**src/rtl/uart_rxq_pkg.sv**
```systemverilog
package uart_rxq_pkg;

    typedef enum logic [1:0] {
        TMO_IDLE  = 2'd0,
        TMO_ARMED = 2'd1,
        TMO_FIRED = 2'd2
    } tmo_state_e;

    // Bits per character: start + optional parity + data + stop
    function automatic logic [3:0] frame_bits(input logic [7:0] lcr);
        logic [3:0] n;
        n = 4'd1 + {3'd0, lcr[3]} + ({2'd0, lcr[1:0]} + 4'd5);
        n = n + (lcr[2] ? 4'd2 : 4'd1);
        return n;
    endfunction

    // Trigger level in bytes for a two-bit code
    function automatic logic [4:0] trig_bytes(input logic [1:0] code);
        logic [4:0] v;
        unique case (code)
            2'b00:   v = 5'd1;
            2'b01:   v = 5'd4;
            2'b10:   v = 5'd8;
            default: v = 5'd14;
        endcase
        return v;
    endfunction

endpackage

```
**src/rtl/rxq_store.sv**
```systemverilog
module rxq_store #(
    parameter int DEPTH = 16,
    parameter int DW    = 8
) (
    input  logic                       clk,
    input  logic                       rst_n,
    input  logic                       flush,
    input  logic                       push,
    input  logic                       pop,
    input  logic [DW-1:0]              wdata,
    output logic [DW-1:0]              head,
    output logic [$clog2(DEPTH+1)-1:0] count
);
    localparam int AW = (DEPTH > 1) ? $clog2(DEPTH) : 1;
    localparam int CW = $clog2(DEPTH+1);
    localparam logic [AW-1:0] LAST = AW'(DEPTH-1);

    logic [DW-1:0] mem [DEPTH];
    logic [AW-1:0] wr_ptr, rd_ptr;

    always_ff @(posedge clk) begin
        if (push && !flush) mem[wr_ptr] <= wdata;
    end

    always_ff @(posedge clk or negedge rst_n) begin
        if (!rst_n) begin
            wr_ptr <= '0;
            rd_ptr <= '0;
            count  <= '0;
        end else if (flush) begin
            wr_ptr <= '0;
            rd_ptr <= '0;
            count  <= '0;
        end else begin
            if (push) wr_ptr <= (wr_ptr == LAST) ? '0 : wr_ptr + 1'b1;
            if (pop)  rd_ptr <= (rd_ptr == LAST) ? '0 : rd_ptr + 1'b1;
            count <= count + CW'(push) - CW'(pop);
        end
    end

    assign head = mem[rd_ptr];
endmodule

```
**src/rtl/rxq_timer.sv**
```systemverilog
module rxq_timer
    import uart_rxq_pkg::*;
(
    input  logic       clk,
    input  logic       rst_n,
    input  logic       enable,
    input  logic       kill,
    input  logic       restart,
    input  logic       rd_clear,
    input  logic       has_data,
    input  logic       tick,
    input  logic [5:0] limit,
    output logic       pending
);
    tmo_state_e st_q, st_d;
    logic [5:0] cnt_q, cnt_d;

    always_comb begin
        st_d  = st_q;
        cnt_d = cnt_q;
        if (kill || !enable) begin
            st_d  = TMO_IDLE;
            cnt_d = '0;
        end else begin
            unique case (st_q)
                TMO_IDLE: begin
                    if (restart && has_data) begin
                        st_d  = TMO_ARMED;
                        cnt_d = '0;
                    end
                end
                TMO_ARMED: begin
                    if (restart) begin
                        st_d  = has_data ? TMO_ARMED : TMO_IDLE;
                        cnt_d = '0;
                    end else if (tick) begin
                        if (cnt_q == limit - 6'd1) begin
                            st_d  = TMO_FIRED;
                            cnt_d = '0;
                        end else begin
                            cnt_d = cnt_q + 6'd1;
                        end
                    end
                end
                TMO_FIRED: begin
                    if (rd_clear) begin
                        st_d  = has_data ? TMO_ARMED : TMO_IDLE;
                        cnt_d = '0;
                    end
                end
                default: begin
                    st_d  = TMO_IDLE;
                    cnt_d = '0;
                end
            endcase
        end
    end

    always_ff @(posedge clk or negedge rst_n) begin
        if (!rst_n) begin
            st_q  <= TMO_IDLE;
            cnt_q <= '0;
        end else begin
            st_q  <= st_d;
            cnt_q <= cnt_d;
        end
    end

    always_comb begin
        pending = (st_q == TMO_FIRED);
    end
endmodule

```
**src/rtl/uart_rx_fifo.sv**
```systemverilog
module uart_rx_fifo
    import uart_rxq_pkg::*;
#(
    parameter int DEPTH = 16,
    parameter int DW    = 8
) (
    input  logic                       clk,
    input  logic                       rst_n,
    input  logic                       rx_valid,
    input  logic [DW-1:0]              rx_data,
    input  logic                       rx_break,
    input  logic                       baud_tick,
    input  logic [7:0]                 lcr_cfg,
    input  logic                       fcr_wr,
    input  logic [7:0]                 fcr_wdata,
    input  logic                       rbr_rd,
    input  logic                       lsr_rd,
    output logic [DW-1:0]              rd_data,
    output logic [$clog2(DEPTH+1)-1:0] fill_level,
    output logic                       data_ready,
    output logic                       overrun,
    output logic                       brk_seen,
    output logic                       trig_hit,
    output logic                       timeout_pend
);
    localparam int CW = $clog2(DEPTH+1);
    localparam logic [CW-1:0] FULL = CW'(DEPTH);

    logic          fifo_on_q;
    logic [1:0]    trig_code_q;
    logic          dr_q, brk_q, ovr_q;
    logic [DW-1:0] hold_q;
    logic [DW-1:0] head;
    logic [CW-1:0] count, count_next;
    logic          ev, flush, push, pop, drop, nf_ovr;
    logic [DW-1:0] ev_byte;
    logic [5:0]    tmo_limit;

    assign ev      = rx_valid | rx_break;
    assign ev_byte = rx_break ? '0 : rx_data;
    assign flush   = fcr_wr && (fcr_wdata[1] || (fcr_wdata[0] != fifo_on_q));
    assign pop     = rbr_rd && fifo_on_q && (count != '0) && !flush;
    assign push    = ev && fifo_on_q && !flush && ((count != FULL) || pop);
    assign drop    = ev && fifo_on_q && !flush && (count == FULL) && !pop;
    assign nf_ovr  = ev && !fifo_on_q && !flush && dr_q && !rbr_rd;

    always_comb begin
        if (flush) count_next = '0;
        else       count_next = count + CW'(push) - CW'(pop);
    end

    rxq_store #(.DEPTH(DEPTH), .DW(DW)) u_store (
        .clk   (clk),
        .rst_n (rst_n),
        .flush (flush),
        .push  (push),
        .pop   (pop),
        .wdata (ev_byte),
        .head  (head),
        .count (count)
    );

    assign tmo_limit = {frame_bits(lcr_cfg), 2'b00};

    rxq_timer u_timer (
        .clk      (clk),
        .rst_n    (rst_n),
        .enable   (fifo_on_q),
        .kill     (flush),
        .restart  ((ev || rbr_rd) && fifo_on_q),
        .rd_clear (rbr_rd),
        .has_data (count_next != '0),
        .tick     (baud_tick),
        .limit    (tmo_limit),
        .pending  (timeout_pend)
    );

    always_ff @(posedge clk or negedge rst_n) begin
        if (!rst_n) begin
            fifo_on_q   <= 1'b0;
            trig_code_q <= 2'b00;
            dr_q        <= 1'b0;
            brk_q       <= 1'b0;
            ovr_q       <= 1'b0;
            hold_q      <= '0;
        end else begin
            if (fcr_wr) begin
                fifo_on_q   <= fcr_wdata[0];
                trig_code_q <= fcr_wdata[7:6];
            end
            // data ready
            if (flush)           dr_q <= 1'b0;
            else if (fifo_on_q)  dr_q <= (count_next != '0);
            else if (ev)         dr_q <= 1'b1;
            else if (rbr_rd)     dr_q <= 1'b0;
            // break flag
            if (flush)           brk_q <= 1'b0;
            else if (rx_break)   brk_q <= 1'b1;
            else if (lsr_rd)     brk_q <= 1'b0;
            else if (rbr_rd && (!fifo_on_q || count_next == '0)) brk_q <= 1'b0;
            // overrun flag
            if (drop || nf_ovr)  ovr_q <= 1'b1;
            else if (lsr_rd)     ovr_q <= 1'b0;
            // holding byte for queue-off mode
            if (ev && !fifo_on_q && !flush) hold_q <= ev_byte;
        end
    end

    assign rd_data    = fifo_on_q ? ((count == '0) ? '0 : head) : hold_q;
    assign fill_level = count;
    assign data_ready = dr_q;
    assign overrun    = ovr_q;
    assign brk_seen   = brk_q;
    assign trig_hit   = dr_q && (!fifo_on_q || (count >= CW'(trig_bytes(trig_code_q))));
endmodule

```
**config.mk**
```make
export PLATFORM = sky130hd
export DESIGN_NAME = uart_rx_fifo
export DESIGN_NICKNAME = d
export VERILOG_FILES = /design/src/rtl/uart_rxq_pkg.sv /design/src/rtl/rxq_store.sv /design/src/rtl/rxq_timer.sv /design/src/rtl/uart_rx_fifo.sv
export SDC_FILE = /design/constraint.sdc
export NUM_CORES = 1
export LEC_CHECK = 0
export ABC_AREA = 0
export BUFFER_PORTS_ARGS = -buffer_cell sky130_fd_sc_hd__buf_2
export CAP_MARGIN = 20
export CORE_AREA = 2 2 128 117
export DETAILED_ROUTE_END_ITERATION = 10
export DIE_AREA = 0 0 130 119
export PLACE_DENSITY = 0.73
export RECOVER_POWER = 50
export SLEW_MARGIN = 40
export SYNTH_ARGS = -nofsm -noshare
export SYNTH_HDL_FRONTEND = slang
export SYNTH_HIERARCHICAL = 1
export SYNTH_SLANG_ARGS = --single-unit
```
**constraint.sdc**
```tcl
create_clock -name clk -period 3.6 [get_ports clk]
set_input_delay 0.18 -clock clk [delete_from_list [all_inputs] [get_ports clk]]
set_output_delay 0.18 -clock clk [all_outputs]
set_load 0.005 [all_outputs]
```
==> impl_metrics.yaml, run 1 <==
floorplanning:
  floorplan.die.height_um: 119
  row_count: 42
  die_area_mm2: 0.01547
  floorplan.initialDensity: 0.5322
  io_pins: 50
  die_w_um: 130
  core_area_mm2: 0.01435
placement:
  dp_cells: 790
  pre_cts_ws_ns: -0.07583
  io_buffers: 41
  gp_congestion: 0.8914
  place_hpwl_um: 10750
  placed_area_mm2: 0.008128
outcome:
  violations: "capacitance limit, slew limit"
  status: "finished with violations"
cells_and_area:
  fin_nets: 681
  post-route-util: 0.6196
  n_antenna_cell: 0
  area_growth_syn_to_layout_pct: 16.42
  layout-drive-gt1-share: 0.2346
  final_common_cell: "edfxtp_1"
  fin_area_mm2: 0.008889
  layout_common_cells: "128 x edfxtp_1, 42 x inv_1, 38 x buf_2"
  instances_no_fill: 833
routing:
  ant_nets: 0
  avgRoutedWirePerCell_um: 19.41
  vias: 4731
  avgViaCountPerCell: 5.679
  drt-pass1-iter-count: 5
  wirelength_um: 16170
  drtIter0Drc: 326
  drc: 0
logic_synthesis:
  synth.distinct_cells: 63
  synth-seq-cells: 163
  ys.warnings.count: 6
  synth_top_cell_area_share: 0.5034
  synth_top_cell_by_area: "edfxtp_1"
  yosysSeqAreaShare: 0.6182
  synth_enable_flop_cells: 128
  synthTopCellsByArea: "edfxtp_1 50%, dfrtp_1 11%, mux4_2 7.1%, ha_1 3.9%, mux2i_1 3.5%"
  synth_flop_cell: "edfxtp_1"
  netlist_instances: 549
  async_flop_share: 0.2147
  avgSynthCellArea_um2: 13.91
  netlist_area_mm2: 0.007635
global_routing:
  overflow: 0
  grt_max_degree: 36
  grt_pass1_wl_um: 25950
  grt_usage: 0.2260
  first_global_vias: 4883
  antenna_found_initial: 0
sta:
  maxSlewHeadroom: -0.2775
  finalMaxSlewViolations: 36
  worst_pin_slew_ns: 1.916
  fin_crit_ns: 3.394
  fin_ws_ns: 0.2057
  setup_viol: 0
  tns_ns: 0
  skew_ns: 0.008971
  finalCritPeriodShare: 0.9429
  finalHoldViolCount: 0
  holdWs_ns: 0.04503
  max_freq_mhz: 294.6
clock_tree:
  h-tree-depth: 4
  cts_buffers: 17
  clk_latency_ns: 0.43
  clock-sinks: 163
  clk_pin_slew_ns: 0.07
  cts_max_path_buffers: 2
  cts_tree: "built"
  cts_root_buffer: "clkbuf_16"
worst_hold_path:
  hp-class: "in -> reg"
power:
  ir_worst_vdd_mv: 0.3721
  p_leak_nw: 3.211
  finalPower_mw: 5.188
  p_per_area_mw_per_mm2: 583.7
critical_path:
  cp.required_ns: 3.91
  crit_fanout: 5
  crit_path_end_kind: "flip-flop"
  criticalPathCategory: "reg -> reg"
  start_kind: "flip-flop"
  critPathArrivalTime_ns: 3.71
flow_run:
  cap_violations: 1
==> critical path, stage by stage (launching register included) <==
cell and delay [ns]:
dfrtp_1 0.39, inv_1 0.08, ha_2 0.18, nand3_2 0.09, o21a_1 0.20, and3_4 0.18
o21ai_2 0.10, ha_2 0.18, inv_1 0.05, fa_2 0.36, nand2b_4 0.15, a21oi_2 0.15
xnor2_1 0.09, nor3_2 0.25, nor2_1 0.11, and3_4 0.17, o22ai_4 0.15, buf_6 0.15
nor2_1 0.04, mux2i_1 0.14, o21ai_1 0.07
==> cell families (layout without fill, tap and decap cells) <==
| logic type | after synthesis | count (layout) | synth area share |
|---|---|---|---|
| adders and majority gates | 27 | 27 | 0.04720 |
| and+or+nand+nor | 133 | 133 | 0.09194 |
| DFF | 163 | 163 | 0.6182 |
| AOI/OAI and AO/OA | 90 | 90 | 0.07588 |
| other | 1 | 7 | 0.0004912 |
| xor gates and xnor gates | 15 | 15 | 0.01819 |
| muxes | 53 | 53 | 0.1091 |
| buffers and inverters | 67 | 147 | 0.03900 |
==> where the power goes <==
part           switching (mW)  internal (mW)  leakage (nW)
registers              0.0785           2.11          1.63
clock network           0.799           1.06         0.296
logic                   0.609          0.536          1.28
==> flip-flops by register name, indices dropped and copies added, names as in the netlist <==
name,flops
u_store/rd_ptr,4
u_timer/cnt_q,6
u_store/wr_ptr,4
u_store/count,5
brk_seen,1
overrun,1
hold_q,8
u_timer/st_q,2
fifo_on_q,1
u_store/mem,128
trig_code_q,2
data_ready,1
==> cell type report <==
| type | count | area (µm²) |
|---|---|---|
| Clock inverter | 15 | 193.9 |
| Tap cell | 198 | 247.7 |
| Inverter | 45 | 168.9 |
| Fill cell | 1065 | 5458 |
| Clock buffer | 17 | 425.4 |
| Timing Repair Buffer | 70 | 410.4 |
| Multi-Input combinational cell | 325 | 2721 |
| Sequential cell | 163 | 4721 |
==> worst paths after layout <==
check,endpoint,cells after the start,slack [ns],startpoint
worst min register to register,overrun$_DFFE_PN0P_,2,0.51,overrun$_DFFE_PN0P_
worst min-delay path,fifo_on_q$_DFFE_PN0P_,2,0.05,fcr_wdata[0]
min in group asynchronous,trig_code_q[0]$_DFFE_PN0P_,2,0.83,rst_n
max in group asynchronous,u_store/rd_ptr[1]$_DFFE_PN0P_,2,1.52,rst_n
worst max-delay path,u_timer/cnt_q[5]$_DFFE_PN0P_,20,0.21,u_store/count[3]$_DFF_PN0_
worst max register to register,u_timer/cnt_q[5]$_DFFE_PN0P_,20,0.21,u_store/count[3]$_DFF_PN0_
==> cell usage after synthesis (all sizes together), types with 4 or more instances <==
| master | n |
|---|---|
| a21oi | 16 |
| a22oi | 9 |
| a32oi | 8 |
| and3 | 4 |
| buf | 13 |
| clkbuf | 9 |
| dfrtp | 35 |
| edfxtp | 128 |
| ha | 24 |
| inv | 45 |
| mux2i | 27 |
| mux4 | 24 |
| nand2 | 37 |
| nand2b | 10 |
| nand3 | 8 |
| nor2 | 33 |
| nor2b | 15 |
| nor3 | 7 |
| o21ai | 40 |
| xnor2 | 5 |
| xor2 | 10 |
==> metal layers <==
layer  share of wire  global-route usage
met2            0.50              0.3737
met3           0.064             0.06289
met5               0                   0
met1            0.41              0.2913
met4           0.020             0.06922
==> what timing repair did <==
action | 4_1_cts | 5_1_grt
resized for setup | 3 | 15
buffers inserted | 2 | 4
hold endpoints to repair | 38 | 0
pin swaps | 2 | 10
cloned | 0 | 1
hold buffers | 4 | 0
endpoints found under the setup margin | 4 | 6
Power figures use the tool's default switching activity.
==> inputs of run 2 (changes only) <==
Settings changed: CORE_AREA 2 2 128 117 to 2 2 141 129, DIE_AREA 0 0 130 119 to 0 0 143 131, PLACE_DENSITY 0.73 to 0.62.
==> run 2 against run 1 <==
Effect of this change:
- the run still ends with capacitance limit, slew limit left
- via count is 2.1% lower
- global-route usage fell by 4.6 points
- clock power down 8%
- clock skew fell by 0.0018 ns
- routed wire length shrank 1.0%
- count of clock-buffer cells in the layout up 1
- cell area rose by 0.61%
- largest cell class unchanged
==> impl_metrics.yaml, run 2 (synthesis gave the netlist of run 1 again) <==
outcome:
  status: "finished with violations"
  violations: "capacitance limit, slew limit"
sta:
  fin_crit_ns: 3.493
  finalMaxSlewViolations: 36
  maxSlewHeadroom: -0.3528
  worst_pin_slew_ns: 2.029
  finalCritPeriodShare: 0.9701
  fin_ws_ns: 0.1075
  skew_ns: 0.007157
  setup_viol: 0
  finalHoldViolCount: 0
  max_freq_mhz: 286.3
cells_and_area:
  instances_no_fill: 878
  fin_nets: 685
  n_antenna_cell: 0
  multiInputGateArea_mm2: 0.002730
  final_common_cell: "edfxtp_1"
  largest_reg_flops: 128
  post-route-util: 0.5162
  fill_cells: 1452
  layout_common_cells: "128 x edfxtp_1, 41 x inv_1, 39 x buf_2"
  regMostFlops: "u_store/mem"
  layout-drive-gt1-share: 0.2524
  reg_top3: "u_store/mem (128), hold_q (8), u_timer/cnt_q (6)"
  area_growth_syn_to_layout_pct: 17.13
  final-seq-area_mm2: 0.004722
global_routing:
  use_met3: 0.04665
  grt_busiest_layer: "met2"
  grt_use_met2: 0.3085
  grt_pass1_wl_um: 25140
  grt_max_degree: 36
  grt_usage: 0.1796
  antenna_found_initial: 1
  first_global_vias: 4709
  overflow: 0
  use_met1: 0.2334
routing:
  drt-pass1-iter-count: 5
  avgRoutedWirePerCell_um: 18.22
  vias: 4633
  wirelength_um: 16000
  drtIter0Drc: 273
  avgViaCountPerCell: 5.277
  ant_nets: 0
  drc: 0
critical_path:
  crit_path_end_kind: "flip-flop"
  start_kind: "flip-flop"
  cp.required_ns: 3.91
  critPathArrivalTime_ns: 3.80
  criticalPathCategory: "reg -> reg"
  r2r_start: "u_store/count[3]$_DFF_PN0_"
  crit_fanout: 8
  cp-startpoint: "u_store/count[3]$_DFF_PN0_"
floorplanning:
  floorplan.initialDensity: 0.4407
  core_area_mm2: 0.01732
  die_w_um: 143
  floorplan.die.height_um: 131
  die_area_mm2: 0.01873
  io_pins: 50
  row_count: 46
clock_tree:
  cts_tree: "built"
  clk_latency_ns: 0.42
  cts_root_buffer: "clkbuf_16"
  cts_max_path_buffers: 2
  clk_pin_slew_ns: 0.06
  h-tree-depth: 4
  clock-sinks: 163
  cts_buffers: 17
worst_hold_path:
  hold_path.startpoint: "fcr_wdata[0]"
  hp-class: "in -> reg"
placement:
  dp_cells: 836
  place_hpwl_um: 11210
  pre_cts_ws_ns: -0.08173
  gp_congestion: 0.7868
  io_buffers: 41
flow_run:
  cap_violations: 1
power:
  p_leak_nw: 3.242
  p_per_area_mw_per_mm2: 567.6
  ir_worst_vdd_mv: 0.3900
==> run 2: changes by cell type in the layout (fill, tap and decap cells not counted), sizes merged <==
cell      change
clkbuf        -6
clkinvlp      -1
clkinv        +2
buf          +11
bufinv        -1
inv           -2
==> run 2: area by class of cell <==
class / instances / area share
clock buffer: 18 / 0.04799
clock inverter: 13 / 0.01427
inverter: 45 / 0.01889
multi-input combinational: 325 / 0.3053
sequential: 163 / 0.5281
tap: 240 / 0.03358
timing repair buffer: 74 / 0.05191
==> run 2: critical path, stage by stage, from the launching register on <==
cell,delay [ns]
dfrtp_1,0.37
inv_1,0.08
ha_2,0.17
nand3_2,0.09
o21a_1,0.21
and3_4,0.18
o21ai_1,0.13
ha_2,0.21
inv_1,0.06
fa_2,0.36
nand2b_4,0.16
a21oi_4,0.16
xnor2_2,0.08
nor3_2,0.28
nor2_2,0.08
and3_4,0.20
o22ai_4,0.16
buf_6,0.16
nor2_1,0.04
mux2i_1,0.14
o21ai_1,0.07
==> run 2: per-stage QoR <==
stage	hold slack [ns]	cell area [µm²]	setup TNS, ns	total power, mW
floorplan	-0.1156	7662	0	2.946
global placement	0.3292	8205	0	3.229
detailed placement	0.1785	8223	-0.1194	3.274
CTS	0.002862	8837	0	4.996
global route	0.04226	8942	-0.1185	5.337
finish	0.04577	8942	0	5.075
==> run 2: path summary, 6_finish.rpt <==
check / end / slack, ns / cells past startpoint
worst max-delay path: u_timer/cnt_q[5]$_DFFE_PN0P_ / 0.11 / 20
worst min register to register: overrun$_DFFE_PN0P_ / 0.52 / 2
worst max register to register: u_timer/cnt_q[5]$_DFFE_PN0P_ / 0.11 / 20
worst min-delay path: fifo_on_q$_DFFE_PN0P_ / 0.05 / 2
min in group asynchronous: hold_q[2]$_DFFE_PN0P_ / 0.88 / 2
max in group asynchronous: u_store/rd_ptr[3]$_DFFE_PN0P_ / 1.40 / 2
==> run 2: layer usage <==
layer / part of all wire / wire length, µm
met3: 0.043 / 684
met5: 0 / 0
met2: 0.51 / 8179
met4: 0.0062 / 99
met1: 0.44 / 7036
==> run 2: repair_timing <==
item | 4_1_cts | 5_1_grt
hold buffers | 4 | 0
endpoints found under the hold margin | 38 | 0
gates cloned | 0 | 0
pin swaps | 1 | 10
buffers inserted | 1 | 6
setup endpoints to repair | 4 | 6
resized for setup | 2 | 17
==> run 2: report_power, final <==
part / switching, mW / total (mW) / leakage [nW] / internal [mW]
Clock: 0.744 / 1.71 / 0.275 / 0.962
Sequential: 0.0547 / 2.16 / 1.63 / 2.11
Combinational: 0.632 / 1.21 / 1.34 / 0.573
==> inputs of run 3 (changes only) <==
Settings changed: PLACE_DENSITY 0.62 to 0.73.
==> run 3 against run 2 <==
Effect of this change:
- the run still ends with capacitance limit, slew limit left
- non-clock buffer count is the same
- utilization is 0.11 points higher
- routed wire length grew 4.4%
- sequential power barely moved
- worst hold slack better by 0.0029 ns
- sequential cell count stayed put
- critical endpoint unchanged
==> impl_metrics.yaml, run 3 (synthesis gave the netlist of run 1 again) <==
global_routing:
  grt_usage: 0.1856
  antenna_found_initial: 0
  overflow: 0
  grt_pass1_wl_um: 25670
  grt_max_degree: 36
  first_global_vias: 4738
critical_path:
  worstPathCellList: "xor2_2, o21ai_4, inv_2, nor2_4, nand2b_1, o21ai_2, ha_2, inv_1, fa_2, nand2b_4, a21oi_4, xnor2_2, nor3_2, nor2_1, and3_4, o22ai_4, buf_6, nor2_1, mux2i_1, o21ai_1"
  cp.buffers_inverters: 3
  worst-path-stages: 20
  crit_fanout: 6
  crit_family: "simple AND/OR/NAND/NOR gates"
  cp_slowest_cell: "dfrtp_1"
  critPathArrivalTime_ns: 3.81
  cpPeakStageDelay_ns: 0.41
  r2r_setup_slack_ns: 0.10
  r2r-end: "u_timer/cnt_q[5]$_DFFE_PN0P_"
  criticalPathCategory: "reg -> reg"
  crit_path_frequent_cell: "nor2_1"
  start_kind: "flip-flop"
  cp-endpoint: "u_timer/cnt_q[5]$_DFFE_PN0P_"
  crit_path_end_kind: "flip-flop"
  r2r_cells: 20
  cp.required_ns: 3.91
  r2r_start: "fifo_on_q$_DFFE_PN0P_"
  cp-startpoint: "fifo_on_q$_DFFE_PN0P_"
sta:
  worst_pin_slew_ns: 1.941
  finalMaxSlewViolations: 36
  skew_ns: 0.005813
  finalCritPeriodShare: 0.9713
  fin_crit_ns: 3.497
  finalHoldViolCount: 0
  setup_viol: 0
  max_freq_mhz: 286.0
  maxSlewHeadroom: -0.2943
placement:
  gp_congestion: 0.8160
  place_hpwl_um: 10930
  io_buffers: 41
power:
  ir_worst_vdd_mv: 0.4850
  p_leak_nw: 3.206
  p_per_area_mw_per_mm2: 570.9
  finalPower_mw: 5.116
outcome:
  violations: "capacitance limit, slew limit"
  status: "finished with violations"
worst_hold_path:
  hp-class: "in -> reg"
cells_and_area:
  area_growth_syn_to_layout_pct: 17.37
  largest_reg_flops: 128
  regMostFlops: "u_store/mem"
  post-route-util: 0.5173
  n_antenna_cell: 0
  final_common_cell: "edfxtp_1"
  layout_common_cells: "128 x edfxtp_1, 40 x inv_1, 35 x buf_2"
  reg_top3: "u_store/mem (128), hold_q (8), u_timer/cnt_q (6)"
  layout-drive-gt1-share: 0.2457
  fin_nets: 685
routing:
  drt-pass1-iter-count: 5
  avgViaCountPerCell: 5.465
  ant_nets: 0
  drtIter0Drc: 488
  avgRoutedWirePerCell_um: 19.01
  vias: 4804
  drc: 0
  wirelength_um: 16710
floorplanning:
  die_w_um: 143
  core_area_mm2: 0.01732
  floorplan.initialDensity: 0.4407
  row_count: 46
  io_pins: 50
  floorplan.die.height_um: 131
  die_area_mm2: 0.01873
clock_tree:
  cts_buffers: 17
  cts_tree: "built"
  clk_pin_slew_ns: 0.07
  clock-sinks: 163
  clk_latency_ns: 0.43
  cts_max_path_buffers: 2
  cts_root_buffer: "clkbuf_16"
  h-tree-depth: 4
flow_run:
  cap_violations: 1
## run 3: cell types whose count changed in the layout (fill, tap and decap cells not counted), sizes merged
| cell | change |
|---|---|
| clkinv | -3 |
| inv | +2 |
| buf | -10 |
| clkinvlp | +2 |
| clkbuf | +9 |
| clkdlybuf4s15 | +1 |
## run 3: worst min path at each step
stage,from,end,slack [ns],depth (start not counted)
finish,fcr_wdata[0],fifo_on_q$_DFFE_PN0P_,0.05,2
global route,fcr_wdata[0],fifo_on_q$_DFFE_PN0P_,0.05,2
global placement,rst_n,u_store/count[3]$_DFF_PN0_,0.30,1
CTS,fcr_wdata[0],fifo_on_q$_DFFE_PN0P_,0.01,2
detailed placement,rst_n,u_store/count[4]$_DFF_PN0_,0.31,1
floorplan,rst_n,brk_seen$_DFFE_PN0P_,-0.12,0
## run 3: power by group
part	leakage, nW	switching [mW]	internal [mW]
clock network	0.274	0.773	0.973
logic	1.30	0.635	0.552
registers	1.63	0.0742	2.11
## run 3: worst register-to-register path, cell delays in order, from the launching register on
cell	delay, ns
dfrtp_1	0.41
xor2_2	0.17
o21ai_4	0.22
inv_2	0.09
nor2_4	0.10
nand2b_1	0.10
o21ai_2	0.16
ha_2	0.19
inv_1	0.05
fa_2	0.35
nand2b_4	0.17
a21oi_4	0.17
xnor2_2	0.08
nor3_2	0.25
nor2_1	0.11
and3_4	0.20
o22ai_4	0.15
buf_6	0.14
nor2_1	0.04
mux2i_1	0.15
o21ai_1	0.08
## run 3: area by class of cell
cell class                      count  area, µm²
Fill cell                        1406       8363
Timing Repair Buffer               74      452.9
Multi-Input combinational cell    325       2744
Sequential cell                   163       4722
Clock inverter                     14      143.9
Inverter                           45      168.9
Clock buffer                       18      429.2
Tap cell                          240      300.3
## run 3: timing repair
item                                   CTS  global route
hold buffers                             4             0
endpoints found under the hold margin   38             0
setup endpoints to repair                0             6
resized for setup                        0            21
setup buffers                            0             7
## run 3: routing by layer
metal | routed length [µm] | vias up | GRT usage
met5 | 0 | - | 0
met4 | 364 | 0 | 0.06639
met3 | 1038 | 29 | 0.04555
met2 | 8350 | 151 | 0.2986
met1 | 6955 | 2444 | 0.2482
li1 | - | 2180 | -
## run 3: per-stage QoR
stage | cell area (µm²) | hold WS [ns] | worst slack (ns) | cells | setup TNS, ns
2_1_floorplan | 7662 | -0.1156 | 0.04898 | 555 | 0
3_3_place_gp | 8210 | 0.3012 | 0.2105 | 835 | 0
3_5_place_dp | 8218 | 0.3088 | 0.08789 | 835 | 0
4_1_cts | 8831 | 0.01223 | 0.04998 | 871 | 0
5_1_grt | 8961 | 0.04855 | -0.07831 | 879 | -0.2668
6_report | 8961 | 0.04869 | 0.1034 | 879 | 0
